**src/rtl/fill_pkg.sv**
```systemverilog
// Package: shared register offsets, configuration bundle and sequencer
// state for the pattern fill engine.
package fill_pkg;

    // Register byte offsets
    localparam logic [7:0] OFS_IRQ_CLR  = 8'h08;
    localparam logic [7:0] OFS_IRQ_MASK = 8'h0C;
    localparam logic [7:0] OFS_IRQ_STS  = 8'h10;
    localparam logic [7:0] OFS_GEN_STS  = 8'h14;
    localparam logic [7:0] OFS_OFFSET   = 8'h18;
    localparam logic [7:0] OFS_SIZE     = 8'h1C;
    localparam logic [7:0] OFS_PATTERN  = 8'h20;
    localparam logic [7:0] OFS_START    = 8'h24;

    // Status bit positions
    localparam int STS_MOVER = 0;
    localparam int STS_FILL  = 1;
    localparam int STS_W     = 2;

    typedef struct packed {
        logic [31:0] offset;
        logic [31:0] size;
        logic [31:0] pattern;
    } fill_cfg_t;

    typedef enum logic [0:0] {
        ST_IDLE = 1'b0,
        ST_FILL = 1'b1
    } fill_state_e;

endpackage

```
**src/rtl/fill_regs.sv**
```systemverilog
// Module: fill_regs
// Register file of the fill engine. It holds the configuration, the
// interrupt status, mask and clear, and the general status, and it
// decodes the start strobe.
// Assumes: single-cycle writes, combinational reads, byte addresses
// with the offsets defined in fill_pkg.
module fill_regs
    import fill_pkg::*;
#(
    parameter int REG_AW = 8
) (
    input  logic              clk,
    input  logic              rst_n,
    input  logic              wr_en,
    input  logic [REG_AW-1:0] addr,
    input  logic [31:0]       wdata,
    output logic [31:0]       rdata,
    input  logic              busy_i,
    input  logic              done_i,
    input  logic              mover_done_i,
    output fill_cfg_t         cfg_o,
    output logic              start_o,
    output logic              irq_o
);

    localparam logic [STS_W-1:0] MASK_RST = '1;

    fill_cfg_t        cfg_q;
    logic [STS_W-1:0] sts_q;
    logic [STS_W-1:0] mask_q;
    logic [STS_W-1:0] clr_bits;
    logic [STS_W-1:0] set_bits;

    // Decode the register address (the upper address bits are zero-extended)
    function automatic logic hit(input logic [REG_AW-1:0] a, input logic [7:0] ofs);
        return a == REG_AW'(ofs);
    endfunction

    // Start strobe: a write to the start register with bit 0 set
    assign start_o = wr_en && hit(addr, OFS_START) && wdata[0];

    // Clear and set vectors for the status register
    always_comb begin
        clr_bits = '0;
        if (wr_en && hit(addr, OFS_IRQ_CLR)) begin
            clr_bits = wdata[STS_W-1:0];
        end
        set_bits            = '0;
        set_bits[STS_FILL]  = done_i;
        set_bits[STS_MOVER] = mover_done_i;
    end

    // Configuration and mask registers
    always_ff @(posedge clk) begin
        if (!rst_n) begin
            cfg_q  <= '0;
            mask_q <= MASK_RST;
        end else if (wr_en) begin
            if (hit(addr, OFS_OFFSET))   cfg_q.offset  <= wdata;
            if (hit(addr, OFS_SIZE))     cfg_q.size    <= wdata;
            if (hit(addr, OFS_PATTERN))  cfg_q.pattern <= wdata;
            if (hit(addr, OFS_IRQ_MASK)) mask_q        <= wdata[STS_W-1:0];
        end
    end

    // Interrupt status: a set wins over a clear in the same cycle
    always_ff @(posedge clk) begin
        if (!rst_n) begin
            sts_q <= '0;
        end else begin
            sts_q <= (sts_q & ~clr_bits) | set_bits;
        end
    end

    // Interrupt output from the unmasked status bits
    assign irq_o = |(sts_q & ~mask_q);
    assign cfg_o = cfg_q;

    // Read multiplexer
    always_comb begin
        rdata = '0;
        if (hit(addr, OFS_IRQ_MASK)) rdata = 32'(mask_q);
        if (hit(addr, OFS_IRQ_STS))  rdata = 32'(sts_q);
        if (hit(addr, OFS_GEN_STS))  rdata = {31'b0, busy_i};
        if (hit(addr, OFS_OFFSET))   rdata = cfg_q.offset;
        if (hit(addr, OFS_SIZE))     rdata = cfg_q.size;
        if (hit(addr, OFS_PATTERN))  rdata = cfg_q.pattern;
    end

    // a completion pulse leaves the fill bit set
    a_r5_done_sets_status: assert property (@(posedge clk) disable iff (!rst_n)
        done_i |=> sts_q[STS_FILL]);

    // a mover pulse leaves the mover bit set
    a_r12_mover_sets_status: assert property (@(posedge clk) disable iff (!rst_n)
        mover_done_i |=> sts_q[STS_MOVER]);

    // the fill bit rises only after a completion pulse
    a_r11_fill_bit_source: assert property (@(posedge clk) disable iff (!rst_n)
        $rose(sts_q[STS_FILL]) |-> $past(done_i));

endmodule

```
**src/rtl/fill_seq.sv**
```systemverilog
// Module: fill_seq
// Fill sequencer with address generation. On start it takes a working
// copy of the configuration, then writes one word per accepted handshake
// and pulses done after the last word (or at once when there are no
// whole words).
// Assumes: the memory holds addr and data only while valid and ready
// are both 1; start is ignored while busy.
module fill_seq
    import fill_pkg::*;
#(
    parameter int MEM_AW = 16
) (
    input  logic              clk,
    input  logic              rst_n,
    input  logic              start_i,
    input  fill_cfg_t         cfg_i,
    output logic              mem_valid,
    input  logic              mem_ready,
    output logic [MEM_AW-1:0] mem_addr,
    output logic [31:0]       mem_data,
    output logic              busy_o,
    output logic              done_o
);

    localparam int          CNT_W     = 30;
    localparam logic [MEM_AW-1:0] WORD_STEP = MEM_AW'(4);

    fill_state_e       state_q;
    logic [MEM_AW-1:0] addr_q;
    logic [31:0]       pat_q;
    logic [CNT_W-1:0]  left_q;
    logic              done_q;
    logic [CNT_W-1:0]  start_words;
    logic [MEM_AW-1:0] start_addr;

    // Whole words in the region and the word-aligned first address
    assign start_words = CNT_W'(cfg_i.size >> 2);
    assign start_addr  = MEM_AW'(cfg_i.offset & ~32'd3);

    // Sequencer: takes the working copy, steps per handshake, pulses done
    always_ff @(posedge clk) begin
        if (!rst_n) begin
            state_q <= ST_IDLE;
            addr_q  <= '0;
            pat_q   <= '0;
            left_q  <= '0;
            done_q  <= 1'b0;
        end else begin
            done_q <= 1'b0;
            case (state_q)
                ST_IDLE: begin
                    if (start_i) begin
                        addr_q <= start_addr;
                        pat_q  <= cfg_i.pattern;
                        left_q <= start_words;
                        if (start_words == '0) begin
                            done_q <= 1'b1;
                        end else begin
                            state_q <= ST_FILL;
                        end
                    end
                end
                ST_FILL: begin
                    if (mem_ready) begin
                        addr_q <= addr_q + WORD_STEP;
                        left_q <= left_q - 1'b1;
                        if (left_q == CNT_W'(1)) begin
                            state_q <= ST_IDLE;
                            done_q  <= 1'b1;
                        end
                    end
                end
                default: state_q <= ST_IDLE;
            endcase
        end
    end

    // Port drive
    assign mem_valid = (state_q == ST_FILL);
    assign busy_o    = (state_q == ST_FILL);
    assign mem_addr  = addr_q;
    assign mem_data  = pat_q;
    assign done_o    = done_q;

    // a stalled request holds steady
    a_r4_hold_on_stall: assert property (@(posedge clk) disable iff (!rst_n)
        (mem_valid && !mem_ready) |=> (mem_valid && $stable(mem_addr) && $stable(mem_data)));

    // the next request follows at the next word address
    a_r3_addr_step: assert property (@(posedge clk) disable iff (!rst_n)
        (mem_valid && mem_ready) |=> (!mem_valid || (mem_addr == $past(mem_addr) + WORD_STEP)));

    // the data stays the same for the whole fill
    a_r3_data_constant: assert property (@(posedge clk) disable iff (!rst_n)
        mem_valid |=> (!mem_valid || $stable(mem_data)));

    // completion is reported only once the engine is idle
    a_r5_done_when_idle: assert property (@(posedge clk) disable iff (!rst_n)
        done_o |-> !busy_o);

endmodule

```
**src/rtl/fill_engine.sv**
```systemverilog
// Module: fill_engine (top)
// Memory pattern fill engine: connects the register file to the fill
// sequencer and brings out the memory write port, busy and irq.
// Assumes: one clock domain with synchronous active-low reset.
module fill_engine
    import fill_pkg::*;
#(
    parameter int REG_AW = 8,
    parameter int MEM_AW = 16
) (
    input  logic              clk,
    input  logic              rst_n,
    input  logic              reg_wr_en,
    input  logic [REG_AW-1:0] reg_addr,
    input  logic [31:0]       reg_wdata,
    output logic [31:0]       reg_rdata,
    input  logic              mover_done,
    output logic              mem_valid,
    input  logic              mem_ready,
    output logic [MEM_AW-1:0] mem_addr,
    output logic [31:0]       mem_data,
    output logic              busy,
    output logic              irq
);

    fill_cfg_t cfg;
    logic      start;
    logic      done;

    // Register file
    fill_regs #(.REG_AW(REG_AW)) u_regs (
        .clk          (clk),
        .rst_n        (rst_n),
        .wr_en        (reg_wr_en),
        .addr         (reg_addr),
        .wdata        (reg_wdata),
        .rdata        (reg_rdata),
        .busy_i       (busy),
        .done_i       (done),
        .mover_done_i (mover_done),
        .cfg_o        (cfg),
        .start_o      (start),
        .irq_o        (irq)
    );

    // Fill sequencer
    fill_seq #(.MEM_AW(MEM_AW)) u_seq (
        .clk       (clk),
        .rst_n     (rst_n),
        .start_i   (start),
        .cfg_i     (cfg),
        .mem_valid (mem_valid),
        .mem_ready (mem_ready),
        .mem_addr  (mem_addr),
        .mem_data  (mem_data),
        .busy_o    (busy),
        .done_o    (done)
    );

    // no memory request while idle
    a_r2_valid_needs_busy: assert property (@(posedge clk) disable iff (!rst_n)
        mem_valid |-> busy);

endmodule

```
**config.mk**
```make
export PLATFORM = sky130hd
export DESIGN_NAME = fill_engine
export DESIGN_NICKNAME = d
export VERILOG_FILES = /design/src/rtl/fill_pkg.sv /design/src/rtl/fill_regs.sv /design/src/rtl/fill_seq.sv /design/src/rtl/fill_engine.sv
export SDC_FILE = /design/constraint.sdc
export NUM_CORES = 1
export LEC_CHECK = 0
export ABC_CLOCK_PERIOD_IN_PS = 2910
export BUFFER_PORTS_ARGS = -buffer_cell sky130_fd_sc_hd__buf_2
export CORE_MARGIN = 5
export CORE_UTILIZATION = 48
export CTS_BUF_LIST = sky130_fd_sc_hd__clkbuf_16
export DETAILED_ROUTE_END_ITERATION = 8
export GPL_TIMING_DRIVEN = 1
export PLACE_DENSITY = 0.65
export SLEW_MARGIN = 25
export SYNTH_ARGS = -nofsm -noshare
export SYNTH_HDL_FRONTEND = slang
export SYNTH_SLANG_ARGS = --single-unit
```
**constraint.sdc**
```tcl
create_clock -name clk -period 2.91 [get_ports clk]
set_clock_uncertainty 0.1 [all_clocks]
set_input_delay 0.1455 -clock clk [delete_from_list [all_inputs] [get_ports clk]]
set_output_delay 0.1455 -clock clk [all_outputs]
set_load 0.01 [all_outputs]
```
After elaboration in Yosys (flattened, before gate mapping)
Cells that the tools add are included.
{"block": "classes", "n_reduce_logical": 11, "add_sub_neg": 2, "n_eq_ne": 11, "muxes": 23, "n_bitwise": 6}
{"operator": "32-bit two-way mux", "n": 3}
{"operator": "30-bit two-way mux", "n": 2}
{"operator": "30-bit one-hot mux with 2 select lines", "n": 1}
{"operator": "8-bit by 5-bit equality test with 1-bit output (second input constant)", "n": 4}
{"operator": "16-bit two-way mux", "n": 2}
{"operator": "16-bit one-hot mux with 2 select lines", "n": 1}
{"operator": "30-bit by 1-bit equality test with 1-bit output (second input constant)", "n": 1}
{"operator": "30-bit logical NOT", "n": 1}
{"operator": "30-bit by 1-bit subtractor with 30-bit output (second input constant)", "n": 1}
{"operator": "16-bit by 3-bit adder with 16-bit output (second input constant)", "n": 1}
{"operator": "8-bit by 4-bit equality test with 1-bit output (second input constant)", "n": 2}
{"operator": "8-bit by 6-bit equality test with 1-bit output (second input constant)", "n": 2}
{"operator": "2-bit AND reduction", "n": 6}
{"operator": "1-bit two-way mux", "n": 8}
{"operator": "2-bit two-way mux", "n": 4}
{"operator": "2-bit AND", "n": 2}
{"operator": "2-bit != test (second input constant)", "n": 2}
{"operator": "2-bit inverter", "n": 2}
{"operator": "1-bit one-hot mux with 2 select lines", "n": 2}
{"operator": "1-bit logical AND", "n": 3}
{"operator": "2-bit OR", "n": 1}
{"operator": "2-bit OR reduction", "n": 1}
{"operator": "1-bit inverter", "n": 1}
{"block": "totals", "register_bits": 180, "elab_cells": 63, "input_bits": 45}

Logic depth before layout (Yosys ltp)
Gate-level depths: netlist of run 1.
{"block": "logic_depth", "word_depth": 7, "depth_mapped": 8, "depth_no_buf": 7}

Hierarchy
A second synthesis of run 1 with hierarchy kept.
{"block": "unflattened", "hier_cells": 986, "hier_area_um2": 8025.2}
{"module": "fill_seq", "cells_each": 512, "n_inst": 1, "area_per_inst_um2": 4016.4}
{"module": "fill_regs", "cells_each": 474, "n_inst": 1, "area_per_inst_um2": 4008.8}

Worst setup path before layout of run 1
No wires, ideal clock.
{"block": "synth_timing", "path_kind": "reg-to-reg", "from": "register u_seq.left_q[10]", "to": "register u_seq.left_q[26]", "required_time_ns": 2.674, "setup_slack_ns": 0.651, "setup_time_ns": 0.136, "arrival_ns": 2.023, "path_stages_with_launch": 6, "path_cell_list": "dfxtp_1 or4_4 or4_4 or2_2 o311ai_0 a31oi_1"}
{"block": "synth_between", "elab_chain_cells": 3}
{"element": "start: declaration", "line_no": "fill_seq.sv:31", "rtl": "logic [CNT_W-1:0] left_q;"}
{"element": "start signal: assignment", "line_no": "fill_seq.sv:55", "rtl": "left_q <= start_words;"}
{"element": "start signal: assignment", "line_no": "fill_seq.sv:66", "rtl": "left_q <= left_q - 1'b1;"}
{"element": "30-bit by 1-bit subtractor with 30-bit output", "line_no": "fill_seq.sv:66"}
{"element": "30-bit two-way mux", "line_no": "fill_seq.sv:64", "rtl": "if (mem_ready) begin"}
{"element": "30-bit one-hot mux with 2 select lines", "line_no": "fill_seq.sv:50", "rtl": "case (state_q)"}
No other way between the ends. The select of a mux whose other input is x is not followed.
A chain may end at the register's enable or synchronous reset.

Worst setup path in the final report of run 1
{"block": "layout_timing", "from": "register u_seq.left_q[10]", "to": "register u_seq.left_q[27]"}
Same word-level chain as after synthesis.

==> reports/results.txt, run 1 <==
R2R cell count: 5
latest clock arrival within the worst-skew pair: 0.44 ns
I/O pin count: 128
initial DRC count: 947
CTS H-tree depth: 4
Multi-input gate area: 0.004164 mm²
first-pass GRT wire length: 42680 µm
dpl cells: 1382
sequential share of power: 49.4%
Reg-to-Reg End: u_seq.left_q[27]
cell area power density: 496.3 mW/mm²
routed vias: 8505
Die Footprint: 0.01985 mm²
sequential area share after synthesis: 43.34%
fin crit share: 84.06%
drt pass-1 iters: 9
post-synth cell types: 70
setup slack, reg-to-reg: 0.46 ns
initial core utilization: 49.23%
Syn Inst Count: 1092
P_sw: 1.205 mW
Critical Path AT: 2.66 ns
Seq cells post-synth: 178
Final Hold Fails: 0
slew margin rel.: 43.85%
Hold Crit Start: rst_n
Slew Viols, Final: 0
row cnt: 47
met2 Track Usage GR: 40.93%
met3 usage: 5.723%
Power Total: 4.936 mW
GRT overflow: 0
Ys Warns: 0
Die Width: 140.9 µm
Worst-Margin Slew: 0.8423 ns
clock power share: 47.0%
Final nets: 1262
CP Launch Point: u_seq.left_q[10]
Core Footprint: 0.01670 mm²
TritonCTS Buffers: 17
CTS tree: built
Setup CP Type: reg -> reg
Post-synth EDFFs: 0
Pleak: 3.856 nW
Crit Path Max Fanout: 6
Final ANT Viol Nets: 0
met1 usage: 38.03%
internal cell power: 3.732 mW
asr flop ratio synth: 0%
sequential cell area: 0.003565 mm²
synthesized area: 0.008222 mm²
area delta synth->final: 20.99%
Ant. Diodes: 0
clk slew on worst S/H paths: 0.07 ns
CTS max path bufs: 2
die height: 140.9 µm
Worst setup EP type: flop
CTS root buf: clkbuf_16
TritonCTS Sinks: 178
Hold Path Depth: 2
post-synth top area share: 43.34%
fraction of layout cells with a size suffix above 1: 18.50%
ys flop type: dfxtp_1
Final WS setup: 0.4638 ns
Vias/cell: 5.878
fillers: 1566
Sum Neg Setup Slack: 0 ns
RR Startpoint: u_seq.left_q[10]
Avg Inst Size Synth: 7.529 µm²
f_max: 0.4088 GHz
pre-CTS setup slack: 0.4219 ns
Finish-stage setup viols: 0
status: finished clean
HP Class: in -> reg
initial antenna violation count: 0
Synth area leaders: dfxtp_1 43%, nand2_1 14%, a21oi_1 11%, a222oi_1 3.7%, clkbuf_1 3.3%
largest net degree at the start of global routing: 47
GRT Resource Usage Total: 26.64%
Non-Filler Instances: 1447
Routed WL: 26960 µm
RSZ-0062 raised after global routing: false
DRC errors left: 0
I/O Buffers: 125
Sw Share: 24.40%
hpwl dp: 17870 µm
Wirelength per Cell: 18.63 µm
crit path time final: 2.446 ns
number of max-cap violations: 0
CTS resizes: 0
RD Place Congestion: 0.8984
combinational share of power: 3.6%
startpoint types: flop
most used routing layer: met2
Crit path required time: 3.12 ns
number of global-route vias before repair: 7751
Worst VDD drop: 0.4280 mV
area leader, netlist: dfxtp_1
Worst Hold Endpoint: u_seq.mem_addr[5]
## cell families after synthesis
group,Yosys count,share of synthesized area [%]
buffers and inverters,129,6.377
multiplexers,6,0.7457
flip-flops,178,43.34
adder cells (fa/ha/maj),3,0.4566
AND/OR/NAND/NOR,466,25.40
other,1,0.04561
AO/OA/AOI/OAI,309,23.63
## state kept, by name, summed over array words and instances, names as in the netlist
signal          count
u_seq.left_q       30
u_regs.sts_q        2
u_regs.cfg_o       96
u_seq.mem_data     32
u_seq.mem_addr     14
u_seq.done_o        1
u_regs.mask_q       2
u_seq.busy_o        1
## how the worst max path moves through the flow
stage / endpoint / depth (start not counted)
4_1_cts: u_seq.left_q[26] / 5
6_report: u_seq.left_q[27] / 5
5_1_grt: u_seq.left_q[12] / 8
3_5_place_dp: u_seq.mem_addr[11] / 7
2_1_floorplan: u_seq.left_q[26] / 5
3_3_place_gp: u_seq.left_q[4] / 7
## metrics by stage
| step | cell area, µm² | util [%] | hold WS (ns) |
|---|---|---|---|
| floorplan | 8225 | - | 0.1681 |
| global placement | 9026 | 54.05 | 0.2730 |
| detailed placement | 9026 | 54.05 | 0.2815 |
| CTS | 9947 | 59.56 | 0.03250 |
| global route | 9947 | 59.56 | 0.03757 |
| finish | 9947 | 59.56 | 0.05384 |
## synth_stat cells, drive strengths merged (2+ instances only)
cell     number
a211oi        7
a21boi        3
a21o          4
a21oi       173
a222oi       30
a22oi         2
a31oi         5
a41oi         8
and2          3
and3          3
and4          3
buf          14
clkbuf       74
dfxtp       178
ha            3
inv          41
mux2i         5
nand2       303
nand3        19
nand4         9
nor2         47
nor2b         2
nor3         22
nor4         23
o211ai        8
o21a          7
o21ai        28
o221a         6
o221ai        2
o22ai         8
o2bb2ai       2
o311ai        2
o31a          2
o32ai         4
or2           6
or3           7
or4          10
or4b          2
## critical path, cell delays in order, from the launching register on
cell and delay [ns]:
dfxtp_1 0.36, or4_4 0.59, or4_4 0.48, or2_2 0.35
nor4_1 0.29, o211ai_1 0.14
## cells in the final DEF (no fill, tap or decap), types with 7 or more instances in the layout
master         instances
buf_4                 32
nand2_1              302
nand4_1                9
clkbuf_16             17
a21oi_1              173
nor4_1                20
inv_1                 39
buf_2                125
nand3_1               19
dfxtp_1              177
nor2_1                43
nor3_1                20
o21a_1                 7
a41oi_1                8
o22ai_1                8
o211ai_1               8
o21ai_0               28
dlygate4sd3_1         33
a222oi_1              30
## power by group through the flow
| stage | Combinational (mW) | Sequential (mW) | Clock [mW] |
|---|---|---|---|
| CTS | 0.175 | 2.44 | 2.35 |
| global placement | 0.140 | 2.50 | 0 |
| finish | 0.178 | 2.44 | 2.32 |
| global route | 0.190 | 2.44 | 2.46 |
| floorplan | 0.0665 | 2.50 | 0 |
| detailed placement | 0.139 | 2.50 | 0 |
## layer usage
metal / vias to the layer above / routed length [µm]
met4: 0 / 511
met3: 35 / 1979
met2: 362 / 11910
met5: - / 0
met1: 4010 / 12550
li1: 4098 / -
## layout make-up
cell class | instances | share of cell area [%]
inverters | 41 | 1.572
flip-flops and latches | 178 | 35.84
well taps | 220 | 2.767
clock buffers | 17 | 4.277
clock inverters | 15 | 1.660
repair buffers | 190 | 12.03
multi-input cells | 786 | 41.86
## what timing repair did
action	4_1_cts	5_1_grt
buffers inserted	0	0
endpoints found under the hold margin	99	0
hold buffers	33	0
No activity file was read; power rests on OpenSTA's default activity.
==> run 2, diff against run 1 <==
--- a/config.mk
+++ b/config.mk
@@ -5,7 +5,8 @@
 export SDC_FILE = /design/constraint.sdc
 export NUM_CORES = 1
 export LEC_CHECK = 0
-export ABC_CLOCK_PERIOD_IN_PS = 2910
+export ABC_AREA = 1
+export ABC_CLOCK_PERIOD_IN_PS = 2470
 export BUFFER_PORTS_ARGS = -buffer_cell sky130_fd_sc_hd__buf_2
 export CORE_MARGIN = 5
 export CORE_UTILIZATION = 48
==> constraint.sdc (replaced) <==
create_clock -name clk -period 2.47 [get_ports clk]
set_clock_uncertainty 0.1 [all_clocks]
set_input_delay 0.1235 -clock clk [delete_from_list [all_inputs] [get_ports clk]]
set_output_delay 0.1235 -clock clk [all_outputs]
set_load 0.01 [all_outputs]
==> reports/results.txt, run 2 <==
Routed WL: 27170 µm (+0.79%)
Worst VDD drop: 0.4888 mV (+14%)
Final Hold Fails: 0 (unchanged)
Slew Viols, Final: 0 (unchanged)
I/O pin count: 128 (unchanged)
crit path time final: 2.082 ns
I/O Buffers: 125 (unchanged)
Avg Inst Size Synth: 6.647 µm² (-12%)
latest clock arrival within the worst-skew pair: 0.44 ns (about the same)
most frequent cells after synthesis: 278 x nor2_1, 221 x nand2_1, 178 x dfxtp_1
largest net degree at the start of global routing: 141 (+200%)
Worst setup EP type: output port
TritonCTS Buffers: 17 (unchanged)
Worst path max stage delay: 0.50 ns (-0.09 ns)
Most common cell on crit path: inv_1
fillers: 1704 (+8.8%)
GRT overflow: 0 (unchanged)
Crit Path Max Fanout: 14 (+8)
initial antenna violation count: 0 (unchanged)
startpoint types: primary input
pre-CTS setup slack: 0.4639 ns (+0.04202 ns)
CTS tree: built
Crit path required time: 2.25 ns (-0.87 ns)
Wirelength per Cell: 16.45 µm (-12%)
Core Util, Final: 58.84% (-0.72 points)
Critical Path AT: 1.86 ns (-0.80 ns)
Sum Neg Setup Slack: 0 ns (unchanged)
cells along the critical path: buf_2 -> inv_1 -> nand2_1 -> nor2_2 -> nand2_2 -> inv_1 -> nand2_1 -> o211ai_1 -> o21ai_0 -> inv_1 -> buf_2
sequential area share after synthesis: 41.62% (-1.7 points)
first-pass GRT wire length: 43660 µm (+2.3%)
Pleak: 4.670 nW (+21%)
fin crit share: 84.31%
top-count cell post-synth: nor2_1
post-synth top area share: 41.62% (-1.7 points)
Die Footprint: 0.02061 mm² (+3.8%)
Finish-stage setup viols: 0 (unchanged)
Vias/cell: 5.435 (-7.5%)
area leader, netlist: dfxtp_1
number of global-route vias before repair: 8158 (+5.3%)
number of max-cap violations: 0 (unchanged)
cell area power density: 566.4 mW/mm² (+14%)
CTS root buf: clkbuf_16
GRT Resource Usage Total: 26.39% (-0.25 points)
row cnt: 48 (+2.1%)
TritonCTS Sinks: 178 (unchanged)
Final nets: 1462 (+16%)
Finished Cell Area: 0.01025 mm² (+3.0%)
HP Class: in -> reg
Seq cells post-synth: 178 (unchanged)
routed vias: 8979 (+5.6%)
drt pass-1 iters: 5 (-4)
max FFs per register: 96 (unchanged)
Final WS setup: 0.3876 ns (-0.07616 ns)
Setup CP Type: in -> out
clk slew on worst S/H paths: 0.07 ns (about the same)
Ys Warns: 0 (unchanged)
Slowest-stage cell, CP: inv_1
asr flop ratio synth: 0% (unchanged)
Syn Inst Count: 1288 (+18%)
commonest cells after routing, fill and taps aside: 278 x nor2_1, 221 x nand2_1, 177 x dfxtp_1, 168 x o21ai_0, 124 x buf_2
Ant. Diodes: 0 (unchanged)
initial core utilization: 49.16% (-0.069 points)
CTS H-tree depth: 4 (unchanged)
f_max: 0.4802 GHz
commonest non-fill, non-tap cell in the layout: nor2_1
Post-synth EDFFs: 0 (unchanged)
area delta synth->final: 19.70%
RD Place Congestion: 0.9294 (+3.5%)
Die Width: 143.6 µm (+1.9%)
DRC errors left: 0 (unchanged)
status: finished clean
Final ANT Viol Nets: 0 (unchanged)
fraction of layout cells with a size suffix above 1: 13.67% (-4.8 points)
die height: 143.6 µm (+1.9%)
RSZ-0062 raised after global routing: false
slew margin rel.: 40.59% (-3.3 points)
Synth area leaders: dfxtp_1 42%, nor2_1 12%, o21ai_0 9.8%, nand2_1 9.7%, a21oi_1 5.6%
Worst-Margin Slew: 0.8902 ns (+0.04786 ns)
post-synth cell types: 38 (-46%)
synthesized area: 0.008562 mm² (+4.1%)
hpwl dp: 18620 µm (+4.2%)
CTS resizes: 0 (unchanged)
setup slack, reg-to-reg: 0.48 ns (+0.02 ns)
CTS max path bufs: 2 (unchanged)
DP Area: 0.009294 mm² (+3.0%)
ys flop type: dfxtp_1
Core Footprint: 0.01742 mm² (+4.3%)
initial DRC count: 1002 (+5.8%)
## run 2: layout make-up
| cell class | instances | area [µm²] | area share [%] |
|---|---|---|---|
| clock buffers | 17 | 425.4 | 4.151 |
| clock inverters | 15 | 158.9 | 1.550 |
| inverters | 114 | 427.9 | 4.175 |
| multi-input cells | 922 | 4237 | 41.34 |
| flip-flops and latches | 178 | 3565 | 34.78 |
| well taps | 225 | 281.5 | 2.747 |
| repair buffers | 181 | 1154 | 11.26 |
## run 2: report_power, final
group	switching, mW	internal, mW
Combinational	0.128	0.0878
Sequential	0.00396	2.87
Clock	1.35	1.36
## run 2: stage by stage
stage          cells  hold WS [ns]  power, mW
6_report        1652       0.03001      5.805
3_3_place_gp    1583        0.2677      3.114
5_1_grt         1652       0.04762      5.980
2_1_floorplan   1289        0.1575      3.026
4_1_cts         1652       0.02879      5.813
3_5_place_dp    1583        0.2704      3.114
## run 2: repair_timing
item	CTS	global route
buffers inserted	0	0
endpoints found under the hold margin	98	0
hold buffers	37	0
## run 2: worst paths after layout
path                   start  cells after the start                to
max              reg_addr[5]                     11     reg_rdata[10]
max reg2reg  u_seq.left_q[0]                      9  u_seq.left_q[16]
min                mem_ready                      5      u_seq.done_o
min reg2reg     u_seq.done_o                      2   u_regs.sts_q[1]
## run 2: kinds of logic after synthesis
kind of cell,synth area share [%]
DFF,41.62
other,0.04380
and+or+nand+nor,28.06
buffers and inverters,8.944
adders and majority gates,0.4385
xor gates and xnor gates,0.5114
AOI/OAI and AO/OA,20.39
## run 2: layer usage
metal  vias to the layer above  part of all wire (%)  global-route usage, %
met2                       345                    42                  38.72
met4                         0                   1.4                  5.897
met3                        36                   6.7                  4.825
met1                      4136                    50                  40.26
met5                         -                     0                      0
li1                       4462                     -                      -
## run 2: critical path: cells and delay by family
| family | cells | cell delay (ns) |
|---|---|---|
| buffers and inverters | 5 | 0.86 |
| and+or+nand+nor | 4 | 0.59 |
| AOI/OAI and AO/OA | 2 | 0.28 |
==> run 3, diff against run 2 <==
--- a/config.mk
+++ b/config.mk
@@ -6,14 +6,14 @@
 export NUM_CORES = 1
 export LEC_CHECK = 0
 export ABC_AREA = 1
-export ABC_CLOCK_PERIOD_IN_PS = 2470
+export ABC_CLOCK_PERIOD_IN_PS = 1900
 export BUFFER_PORTS_ARGS = -buffer_cell sky130_fd_sc_hd__buf_2
 export CORE_MARGIN = 5
 export CORE_UTILIZATION = 48
 export CTS_BUF_LIST = sky130_fd_sc_hd__clkbuf_16
 export DETAILED_ROUTE_END_ITERATION = 8
 export GPL_TIMING_DRIVEN = 1
-export PLACE_DENSITY = 0.65
+export PLACE_DENSITY = 0.68
 export SLEW_MARGIN = 25
 export SYNTH_ARGS = -nofsm -noshare
 export SYNTH_HDL_FRONTEND = slang
==> constraint.sdc (replaced) <==
create_clock -name clk -period 1.9 [get_ports clk]
set_clock_uncertainty 0.1 [all_clocks]
set_input_delay 0.095 -clock clk [delete_from_list [all_inputs] [get_ports clk]]
set_output_delay 0.095 -clock clk [all_outputs]
set_load 0.01 [all_outputs]
==> reports/results.txt, run 3 (synthesized netlist as in run 2, its figures left out) <==
status: finished clean
row cnt: 48 (unchanged)
CTS tree: built
GRT overflow: 0 (unchanged)
routed vias: 8938 (-0.46%)
startpoint types: primary input
fin crit share: 94.11%
CTS max path bufs: 2 (unchanged)
Setup CP Type: in -> out
largest net degree at the start of global routing: 120 (-15%)
fillers: 1690 (-0.82%)
initial DRC count: 992 (-1.0%)
latest clock arrival within the worst-skew pair: 0.43 ns (about the same)
R2R cell count: 10 (+1)
Finished Cell Area: 0.01041 mm² (+1.5%)
Sum Neg Setup Slack: 0 ns (unchanged)
number of max-cap violations: 0 (unchanged)
max FFs per register: 96 (unchanged)
RD Place Congestion: 0.9595 (+3.2%)
f_max: 0.5593 GHz
die height: 143.6 µm (unchanged)
Ant. Diodes: 0 (unchanged)
Finish-stage setup viols: 0 (unchanged)
commonest non-fill, non-tap cell in the layout: nor2_1
hpwl dp: 18650 µm (+0.11%)
first-pass GRT wire length: 43300 µm (-0.82%)
Die Footprint: 0.02061 mm² (unchanged)
Worst Hold Endpoint: u_seq.done_o
Worst VDD drop: 0.7046 mV (+44%)
GRT Resource Usage Total: 26.07% (-0.32 points)
Hold Path Depth: 5 (unchanged)
dpl cells: 1597 (+0.88%)
fraction of layout cells with a size suffix above 1: 14.74% (+1.1 points)
area delta synth->final: 21.53%
TritonCTS Buffers: 17 (unchanged)
I/O pin count: 128 (unchanged)
Vias/cell: 5.375 (-1.1%)
clk slew on worst S/H paths: 0.07 ns (about the same)
initial antenna violation count: 0 (unchanged)
number of global-route vias before repair: 8206 (+0.59%)
Slew Viols, Final: 0 (unchanged)
Reg-to-Reg End: u_seq.left_q[16]
TritonCTS Sinks: 178 (unchanged)
Crit path required time: 1.70 ns (-0.55 ns)
Wirelength per Cell: 16.15 µm (-1.8%)
slew margin rel.: 54.04% (+13 points)
hold slack: 0.02522 ns (-0.004791 ns)
Final Hold Fails: 0 (unchanged)
Pleak: 4.739 nW (+1.5%)
Post-CTS Setup Bufs: 0 (unchanged)
crit path time final: 1.788 ns
CTS H-tree depth: 4 (unchanged)
Final nets: 1474 (+0.82%)
Final ANT Viol Nets: 0 (unchanged)
Power Total: 7.467 mW (+29%)
Core Footprint: 0.01742 mm² (unchanged)
Critical Path AT: 1.59 ns (-0.27 ns)
initial core utilization: 49.16% (unchanged)
I/O Buffers: 125 (unchanged)
Routed WL: 26860 µm (-1.2%)
Crit Path Max Fanout: 24 (+10)
HP Class: in -> reg
Die Width: 143.6 µm (unchanged)
Hold Crit Start: mem_ready
Worst-Margin Slew: 0.6884 ns (-0.2017 ns)
drt pass-1 iters: 6 (+1)
cell area power density: 717.6 mW/mm² (+27%)
RR Startpoint: u_seq.left_q[0]
Non-Filler Instances: 1663 (+0.67%)
Worst setup EP type: output port
commonest cells after routing, fill and taps aside: 277 x nor2_1, 220 x nand2_1, 177 x dfxtp_1, 168 x o21ai_0, 124 x buf_2
setup slack, reg-to-reg: 0.13 ns (-0.35 ns)
DP Area: 0.009474 mm² (+1.9%)
DRC errors left: 0 (unchanged)
CTS root buf: clkbuf_16
## run 3: critical path: stages
cell	delay, ns
buf_2	0.09
inv_1	0.04
nand2_1	0.14
nor3_2	0.21
nand2_2	0.13
inv_1	0.12
buf_12	0.18
nand2_1	0.07
o211ai_1	0.09
o21ai_0	0.20
inv_1	0.09
buf_2	0.13
## run 3: layout make-up
cell class	instances	area [µm²]	share of cell area, %
timing repair buffer	193	1318	12.66
sequential	178	3565	34.26
clock inverter	14	136.4	1.311
inverter	114	427.9	4.113
multi-input combinational	922	4252	40.86
clock buffer	17	425.4	4.088
tap	225	281.5	2.706
## run 3: through the flow
step / worst slack (ns) / utilization (%)
detailed placement: 0.07762 / 54.40
floorplan: 0.2518 / -
global route: -0.01554 / 59.74
global placement: 0.1664 / 54.40
CTS: 0.02764 / 59.63
finish: 0.1119 / 59.74
## run 3: layer usage
layer	track usage, %	routed length (µm)
met5	0	0
met4	6.591	384
met3	3.694	1792
met2	39.80	11960
met1	38.82	12720
## run 3: how the worst max path moves through the flow
stage / from / to / cells after the start
after floorplan: u_seq.busy_o / u_seq.left_q[13] / 9
after CTS: u_seq.busy_o / reg_rdata[0] / 5
after detailed placement: reg_addr[0] / reg_rdata[18] / 11
after global placement: reg_addr[0] / reg_rdata[18] / 11
final: reg_addr[0] / reg_rdata[24] / 12
after global routing: reg_addr[0] / reg_rdata[24] / 12
## run 3: power by group
group / total, mW / switching (mW) / leakage [nW] / internal (mW)
Combinational: 0.287 / 0.169 / 3.03 / 0.118
Sequential: 3.74 / 0.00522 / 1.43 / 3.73
Clock: 3.44 / 1.70 / 0.275 / 1.74
Total: 7.47 / 1.87 / 4.74 / 5.59
## run 3: repair_timing
item                                    4_1_cts  5_1_grt
endpoints found under the hold margin        98        0
hold buffers                                 35        0
endpoints found under the setup margin        0       31
resized for setup                             0        5
